<file path="src/rtl/accum_pkg.sv">
package accum_pkg;
  localparam int INSTR_W = 12;
  localparam int DATA_W = 8;
  localparam int ADDR_W = 5;
  localparam int FILE_DEPTH = 1 << ADDR_W;

  localparam logic [3:0] OPC_OR_LIT = 4'b1101;
  localparam logic [3:0] OPC_LOAD_LIT = 4'b1100;
  localparam logic [5:0] OPC_OR_FILE = 6'b000100;
  localparam logic [5:0] OPC_MOVE_FILE = 6'b001000;

  typedef enum logic [1:0] {
    SRC_LIT,
    SRC_OR_LIT,
    SRC_OR_FILE,
    SRC_FILE
  } aluSrc_e;

  typedef enum logic [2:0] {
    OP_NONE,
    OP_OR_LIT,
    OP_LOAD_LIT,
    OP_OR_FILE,
    OP_MOVE_FILE
  } opKind_e;

  typedef struct packed {
    logic    loadW;
    logic    loadF;
    logic    loadZ;
    aluSrc_e aluSrc;
  } execCtrl_t;
endpackage

</file>
<file path="src/rtl/accum_ctrl.sv">
module accum_ctrl
  import accum_pkg::*;
#(
  parameter int INSTR_BITS = INSTR_W,
  parameter int DATA_BITS = DATA_W,
  parameter int ADDR_BITS = ADDR_W
) (
  input  logic                  clk,
  input  logic                  rst,
  input  logic                  instrValid,
  input  logic [INSTR_BITS-1:0] instr,
  output execCtrl_t             ctrl,
  output logic [DATA_BITS-1:0]  literal,
  output logic [ADDR_BITS-1:0]  fileAddr
);
  localparam int DEST_BIT = ADDR_BITS;
  localparam int TOP_HI = INSTR_BITS - 1;

  opKind_e opKind;
  logic destFile;

  assign literal  = instr[DATA_BITS-1:0];
  assign fileAddr = instr[ADDR_BITS-1:0];
  assign destFile = instr[DEST_BIT];

  always_comb begin
    opKind = OP_NONE;
    if (instr[TOP_HI -: 4] == OPC_OR_LIT) begin
      opKind = OP_OR_LIT;
    end else if (instr[TOP_HI -: 4] == OPC_LOAD_LIT) begin
      opKind = OP_LOAD_LIT;
    end else if (instr[TOP_HI -: 6] == OPC_OR_FILE) begin
      opKind = OP_OR_FILE;
    end else if (instr[TOP_HI -: 6] == OPC_MOVE_FILE) begin
      opKind = OP_MOVE_FILE;
    end
  end

  always_comb begin
    ctrl = '{loadW: 1'b0, loadF: 1'b0, loadZ: 1'b0, aluSrc: SRC_LIT};
    if (instrValid) begin
      unique case (opKind)
        OP_OR_LIT: begin
          ctrl.aluSrc = SRC_OR_LIT;
          ctrl.loadW  = 1'b1;
          ctrl.loadZ  = 1'b1;
        end
        OP_LOAD_LIT: begin
          ctrl.aluSrc = SRC_LIT;
          ctrl.loadW  = 1'b1;
        end
        OP_OR_FILE: begin
          ctrl.aluSrc = SRC_OR_FILE;
          ctrl.loadW  = ~destFile;
          ctrl.loadF  = destFile;
          ctrl.loadZ  = 1'b1;
        end
        OP_MOVE_FILE: begin
          ctrl.aluSrc = SRC_FILE;
          ctrl.loadW  = ~destFile;
          ctrl.loadF  = destFile;
          ctrl.loadZ  = 1'b1;
        end
        default: ;
      endcase
    end
  end

  // a result never goes to both destinations
  a_r3_single_dest: assert property (@(posedge clk) disable iff (rst)
    $onehot0({ctrl.loadW, ctrl.loadF}));

  // no strobe leaves the decoder without a valid instruction
  a_r6_idle_quiet: assert property (@(posedge clk) disable iff (rst)
    !instrValid |-> !(ctrl.loadW || ctrl.loadF || ctrl.loadZ));
endmodule

</file>
<file path="src/rtl/accum_datapath.sv">
module accum_datapath
  import accum_pkg::*;
#(
  parameter int DATA_BITS = DATA_W,
  parameter int ADDR_BITS = ADDR_W
) (
  input  logic                 clk,
  input  logic                 rst,
  input  execCtrl_t            ctrl,
  input  logic [DATA_BITS-1:0] literal,
  input  logic [ADDR_BITS-1:0] fileAddr,
  input  logic                 fileLoadEn,
  input  logic [ADDR_BITS-1:0] fileLoadAddr,
  input  logic [DATA_BITS-1:0] fileLoadData,
  output logic [DATA_BITS-1:0] wReg,
  output logic                 zeroFlag
);
  localparam int DEPTH = 1 << ADDR_BITS;

  logic [DATA_BITS-1:0] fileMem [DEPTH];
  logic [DATA_BITS-1:0] fileRead;
  logic [DATA_BITS-1:0] aluResult;
  logic [DATA_BITS-1:0] wrData;
  logic [ADDR_BITS-1:0] wrAddr;
  logic                 wrEn;

  assign fileRead = fileMem[fileAddr];

  always_comb begin
    unique case (ctrl.aluSrc)
      SRC_LIT:     aluResult = literal;
      SRC_OR_LIT:  aluResult = wReg | literal;
      SRC_OR_FILE: aluResult = wReg | fileRead;
      SRC_FILE:    aluResult = fileRead;
      default:     aluResult = literal;
    endcase
  end

  // single write port: the executing instruction has priority over the load port
  always_comb begin
    wrEn   = ctrl.loadF | fileLoadEn;
    wrAddr = ctrl.loadF ? fileAddr : fileLoadAddr;
    wrData = ctrl.loadF ? aluResult : fileLoadData;
  end

  always_ff @(posedge clk) begin
    if (wrEn) begin
      fileMem[wrAddr] <= wrData;
    end
  end

  always_ff @(posedge clk) begin
    if (rst) begin
      wReg     <= '0;
      zeroFlag <= 1'b0;
    end else begin
      if (ctrl.loadW) begin
        wReg <= aluResult;
      end
      if (ctrl.loadZ) begin
        zeroFlag <= (aluResult == '0);
      end
    end
  end

  // reset clears W and the flag
  a_r8_reset_clears: assert property (@(posedge clk)
    rst |=> (wReg == '0 && !zeroFlag));

  // W holds whenever it is not a destination
  a_r6_w_holds: assert property (@(posedge clk) disable iff (rst)
    !ctrl.loadW |=> $stable(wReg));

  // flag holds for operations that do not update it
  a_r2_z_holds: assert property (@(posedge clk) disable iff (rst)
    !ctrl.loadZ |=> $stable(zeroFlag));

  // flag reflects the result of the last updating instruction
  a_r5_z_tracks: assert property (@(posedge clk) disable iff (rst)
    ctrl.loadZ |=> (zeroFlag == ($past(aluResult) == '0)));
endmodule

</file>
<file path="src/rtl/accum_exec_unit.sv">
module accum_exec_unit
  import accum_pkg::*;
#(
  parameter int DATA_BITS = DATA_W,
  parameter int ADDR_BITS = ADDR_W,
  parameter int INSTR_BITS = INSTR_W
) (
  input  logic                  clk,
  input  logic                  rst,
  input  logic                  instrValid,
  input  logic [INSTR_BITS-1:0] instr,
  input  logic                  fileLoadEn,
  input  logic [ADDR_BITS-1:0]  fileLoadAddr,
  input  logic [DATA_BITS-1:0]  fileLoadData,
  output logic [DATA_BITS-1:0]  wReg,
  output logic                  zeroFlag
);
  execCtrl_t            ctrl;
  logic [DATA_BITS-1:0] literal;
  logic [ADDR_BITS-1:0] fileAddr;

  accum_ctrl #(
    .INSTR_BITS(INSTR_BITS),
    .DATA_BITS (DATA_BITS),
    .ADDR_BITS (ADDR_BITS)
  ) i_ctrl (
    .clk       (clk),
    .rst       (rst),
    .instrValid(instrValid),
    .instr     (instr),
    .ctrl      (ctrl),
    .literal   (literal),
    .fileAddr  (fileAddr)
  );

  accum_datapath #(
    .DATA_BITS(DATA_BITS),
    .ADDR_BITS(ADDR_BITS)
  ) i_datapath (
    .clk         (clk),
    .rst         (rst),
    .ctrl        (ctrl),
    .literal     (literal),
    .fileAddr    (fileAddr),
    .fileLoadEn  (fileLoadEn),
    .fileLoadAddr(fileLoadAddr),
    .fileLoadData(fileLoadData),
    .wReg        (wReg),
    .zeroFlag    (zeroFlag)
  );
endmodule

</file>
<file path="config.mk">
export PLATFORM = sky130hd
export DESIGN_NAME = accum_exec_unit
export DESIGN_NICKNAME = d
export VERILOG_FILES = /design/src/rtl/accum_pkg.sv /design/src/rtl/accum_ctrl.sv /design/src/rtl/accum_datapath.sv /design/src/rtl/accum_exec_unit.sv
export SDC_FILE = /design/constraint.sdc
export NUM_CORES = 1
export LEC_CHECK = 0
export BUFFER_PORTS_ARGS = -buffer_cell sky130_fd_sc_hd__buf_2
export CORE_AREA = 2 2 138 140
export CTS_CLUSTER_SIZE = 12
export DETAILED_ROUTE_END_ITERATION = 8
export DIE_AREA = 0 0 140 142
export GPL_ROUTABILITY_DRIVEN = 0
export GPL_TIMING_DRIVEN = 0
export HOLD_SLACK_MARGIN = 0.06
export PLACE_DENSITY_LB_ADDON = 0.05
export SLEW_MARGIN = 20
export SYNTH_ARGS = -nofsm -noshare
export SYNTH_HDL_FRONTEND = slang
export SYNTH_SLANG_ARGS = --single-unit
</file>
<file path="constraint.sdc">
create_clock -name clk -period 5.9 [get_ports clk]
set_input_delay 0.885 -clock clk [delete_from_list [all_inputs] [get_ports clk]]
set_output_delay 0.885 -clock clk [all_outputs]
set_load 0.01 [all_outputs]
</file>
==> impl_metrics.tcl <==
set metrics [dict create \
    arrival_ns 4.83 \
    synth_edf_count 256 \
    cts_root_buf "clkbuf_16" \
    io_pins 38 \
    timing.rr.start "i_datapath.fileMem[31][7]" \
    rrSetupSlack_ns 2.98 \
    setup_slack_ns 1.33 \
    yosysTopAreaCellShare_pct 70.7 \
    layout.nets 700 \
    drv_cap 0 \
    critical_path_class "in -> reg" \
    fin_crit_sh_pct 77.4 \
    clock_skew_ns 0.0171 \
    fp.dieArea_mm2 0.0199 \
    avgSynthCellArea_um2 18.1 \
    critPathTopFamily "simple AND/OR/NAND/NOR gates" \
    power_mw 3.91 \
    diodes 0 \
    status "finished, violations left" \
    fmax_mhz 219 \
    die_y_um 142 \
    crit_end "i_datapath.fileMem[13][1]" \
    final_cells 913 \
    tritoncts "built" \
    placed_cells 873 \
    required_ns 6.16 \
    core_area_mm2 0.0185 \
    rows 50 \
    crit_start "instr[6]" \
    firstDrtPassIters 9 \
    worstSetupPathDepth 13 \
    route.vias.total 6104 \
    critical_path_buf_inv_count 3 \
    fill_cells 1213 \
    r2r_end "i_datapath.fileMem[31][7]" \
    yosys_register_bits 265 \
    syn_inst 601 \
    grt_max_degree 33 \
    wl_mm 26.3 \
    crit_chain "buf_2 -> or4_1 -> nor3b_1 -> a21o_1 -> nand2_1 -> ha_1 -> clkbuf_1 -> nor2b_1 -> o21ai_1 -> nor4_1 -> nor3_1 -> o21ai_2 -> buf_8" \
    drive_above_1_share_pct 23.0 \
    critPathSlowestCell "o21ai_1" \
    grt_pass1_vias 6158 \
    synth_area_mm2 0.0109 \
    ys.flop_type "edfxtp_1" \
    ys_top_cells_by_count "edfxtp_1, mux4_2, nor2_1, nand2_1, mux2i_1" \
    setup_viol_count_final 0 \
    htreeDepth 1 \
    hold_buffers 0 \
    grt-ovfl-total 0 \
    powerDensity_mw_per_mm2 318 \
    initial_core_util_pct 58.9 \
    numCtsBuffers 27 \
    yosysUniqueCellTypes 60 \
    place_hpwl_mm 17.4 \
    drc 7 \
    slew_headroom_pct 24.8 \
    cpPeakStageDelay_ns 0.64 \
    async_flop_share_pct 0 \
    path_clk_slew_ns 0.05 \
    slew_violations 0 \
    area_growth_pct 13.0 \
    ir_worst_vdd_mv 0.252 \
    start_kind "input pin" \
    hold-worst-slack_ns 0.527 \
    cts_setup_buffers 0 \
    vias_per_cell 6.69 \
    die_w_um 140 \
    critPathMaxFanout 17 \
    multi_input_comb_area_mm2 0.00287 \
    r2r_cells 5 \
    violations "DRC" \
    post-place-ws_ns 0.982 \
    yosysMostFrequentCell "edfxtp_1" \
    syn-num-nets 633 \
    synth.area.top_cells "edfxtp_1, mux4_2, nor2_1" \
    detail_route.wl_per_cell_um 28.8 \
    yosysTopAreaCell "edfxtp_1" \
    cts_resized 0 \
    antenna_found_initial 0 \
    grtUsageTotal_pct 27.1 \
    holdCritPathClass "reg -> reg" \
    fin_crit_ns 4.57 \
    seq_area_frac_synth_pct 72.4 \
    yosysWarnings 0 \
    cts_buffer_depth 3 \
    clk_latency_ns 0.53 \
    endpoint_kind "flip-flop" \
    finalHoldViolations 0 \
    portBuffers 33 \
    drt_iter0_drc 741 \
    p_leak_nw 4.01 \
    cts_num_sinks 265 \
    ant_nets 0 \
    seq_area_mm2 0.00787 \
    worstMarginPinSlew_ns 1.12 \
    grt_pass1_wl_mm 38.7 \
    rsz0062_at_grt "no" \
]
[cells in the final DEF, fill, tap and decap left out, types with 7 or more instances in the layout]
cell type	synthesis	final
clkbuf_16	0	27
nor2b_1	7	7
o21ai_0	15	8
nor2_1	55	55
edfxtp_1	256	256
dfxtp_1	9	9
mux2i_1	18	18
mux4_2	56	56
inv_1	8	8
nor4_1	7	7
o22ai_1	15	15
buf_2	10	43
clkbuf_1	11	19
a22oi_1	7	7
nand2_1	33	32
a211oi_1	7	7
[final cells by class]
type | count | share of cell area [%]
buffer | 29 | 1.26
sequential | 265 | 64.1
multi-input combinational | 297 | 23.4
clock inverter | 5 | 0.591
tap | 234 | 2.38
clock buffer | 35 | 5.75
timing repair buffer | 38 | 2.26
inverter | 10 | 0.306
[where the power goes]
part	total [mW]	internal, mW	leakage, nW	switching (mW)
Clock	1.56	0.913	0.377	0.644
Sequential	2.10	2.09	2.38	0.00761
Combinational	0.253	0.0950	1.26	0.158
[registers in the layout (all words and copies together), names as in the netlist]
signal / cells
i_datapath.fileMem: 256
i_datapath.wReg: 8
i_datapath.zeroFlag: 1
[worst min path at each step]
| stage | from | end | slack [ns] | depth (start not counted) |
|---|---|---|---|---|
| final | i_datapath.wReg[5] | i_datapath.wReg[5] | 0.53 | 2 |
| after CTS | i_datapath.zeroFlag | i_datapath.zeroFlag | 0.51 | 2 |
| after floorplan | i_datapath.wReg[5] | i_datapath.wReg[5] | 0.49 | 2 |
| after global placement | i_datapath.wReg[5] | i_datapath.wReg[5] | 0.48 | 2 |
| after global routing | i_datapath.zeroFlag | i_datapath.zeroFlag | 0.54 | 2 |
| after detailed placement | i_datapath.zeroFlag | i_datapath.zeroFlag | 0.50 | 2 |
[stage by stage]
step	area (um^2)	util [%]	setup TNS, ns
floorplan	10900	-	0
global route	12300	66.5	0
detailed placement	11500	62.3	0
finish	12300	66.5	0
CTS	12300	66.5	0
global placement	11300	61.4	-171.27
[tightest hold or removal path: cells and delay by family (launching register included)]
| family | cells | cell delay, ns |
|---|---|---|
| and+or+nand+nor | 1 | 0.07 |
| DFF | 1 | 0.34 |
| AOI/OAI and AO/OA | 1 | 0.06 |
[kinds of logic after synthesis]
logic type	Yosys count	share of synthesized area, %
xor gates and xnor gates	1	0.0806
AOI/OAI and AO/OA	85	5.73
and+or+nand+nor	130	5.57
DFF	265	72.4
buffers and inverters	39	1.77
adders and majority gates	3	0.345
muxes	78	14.1
[per-layer routing]
| layer | global-route usage [%] | vias to the layer above | wire length, um |
|---|---|---|---|
| li1 | - | 2590 | - |
| met1 | 37.5 | 3114 | 10400 |
| met2 | 43.9 | 334 | 12500 |
| met3 | 5.08 | 66 | 2400 |
| met4 | 10.3 | 0 | 1070 |
| met5 | 0 | - | 0 |
No activity file was read; power rests on OpenSTA's default activity.
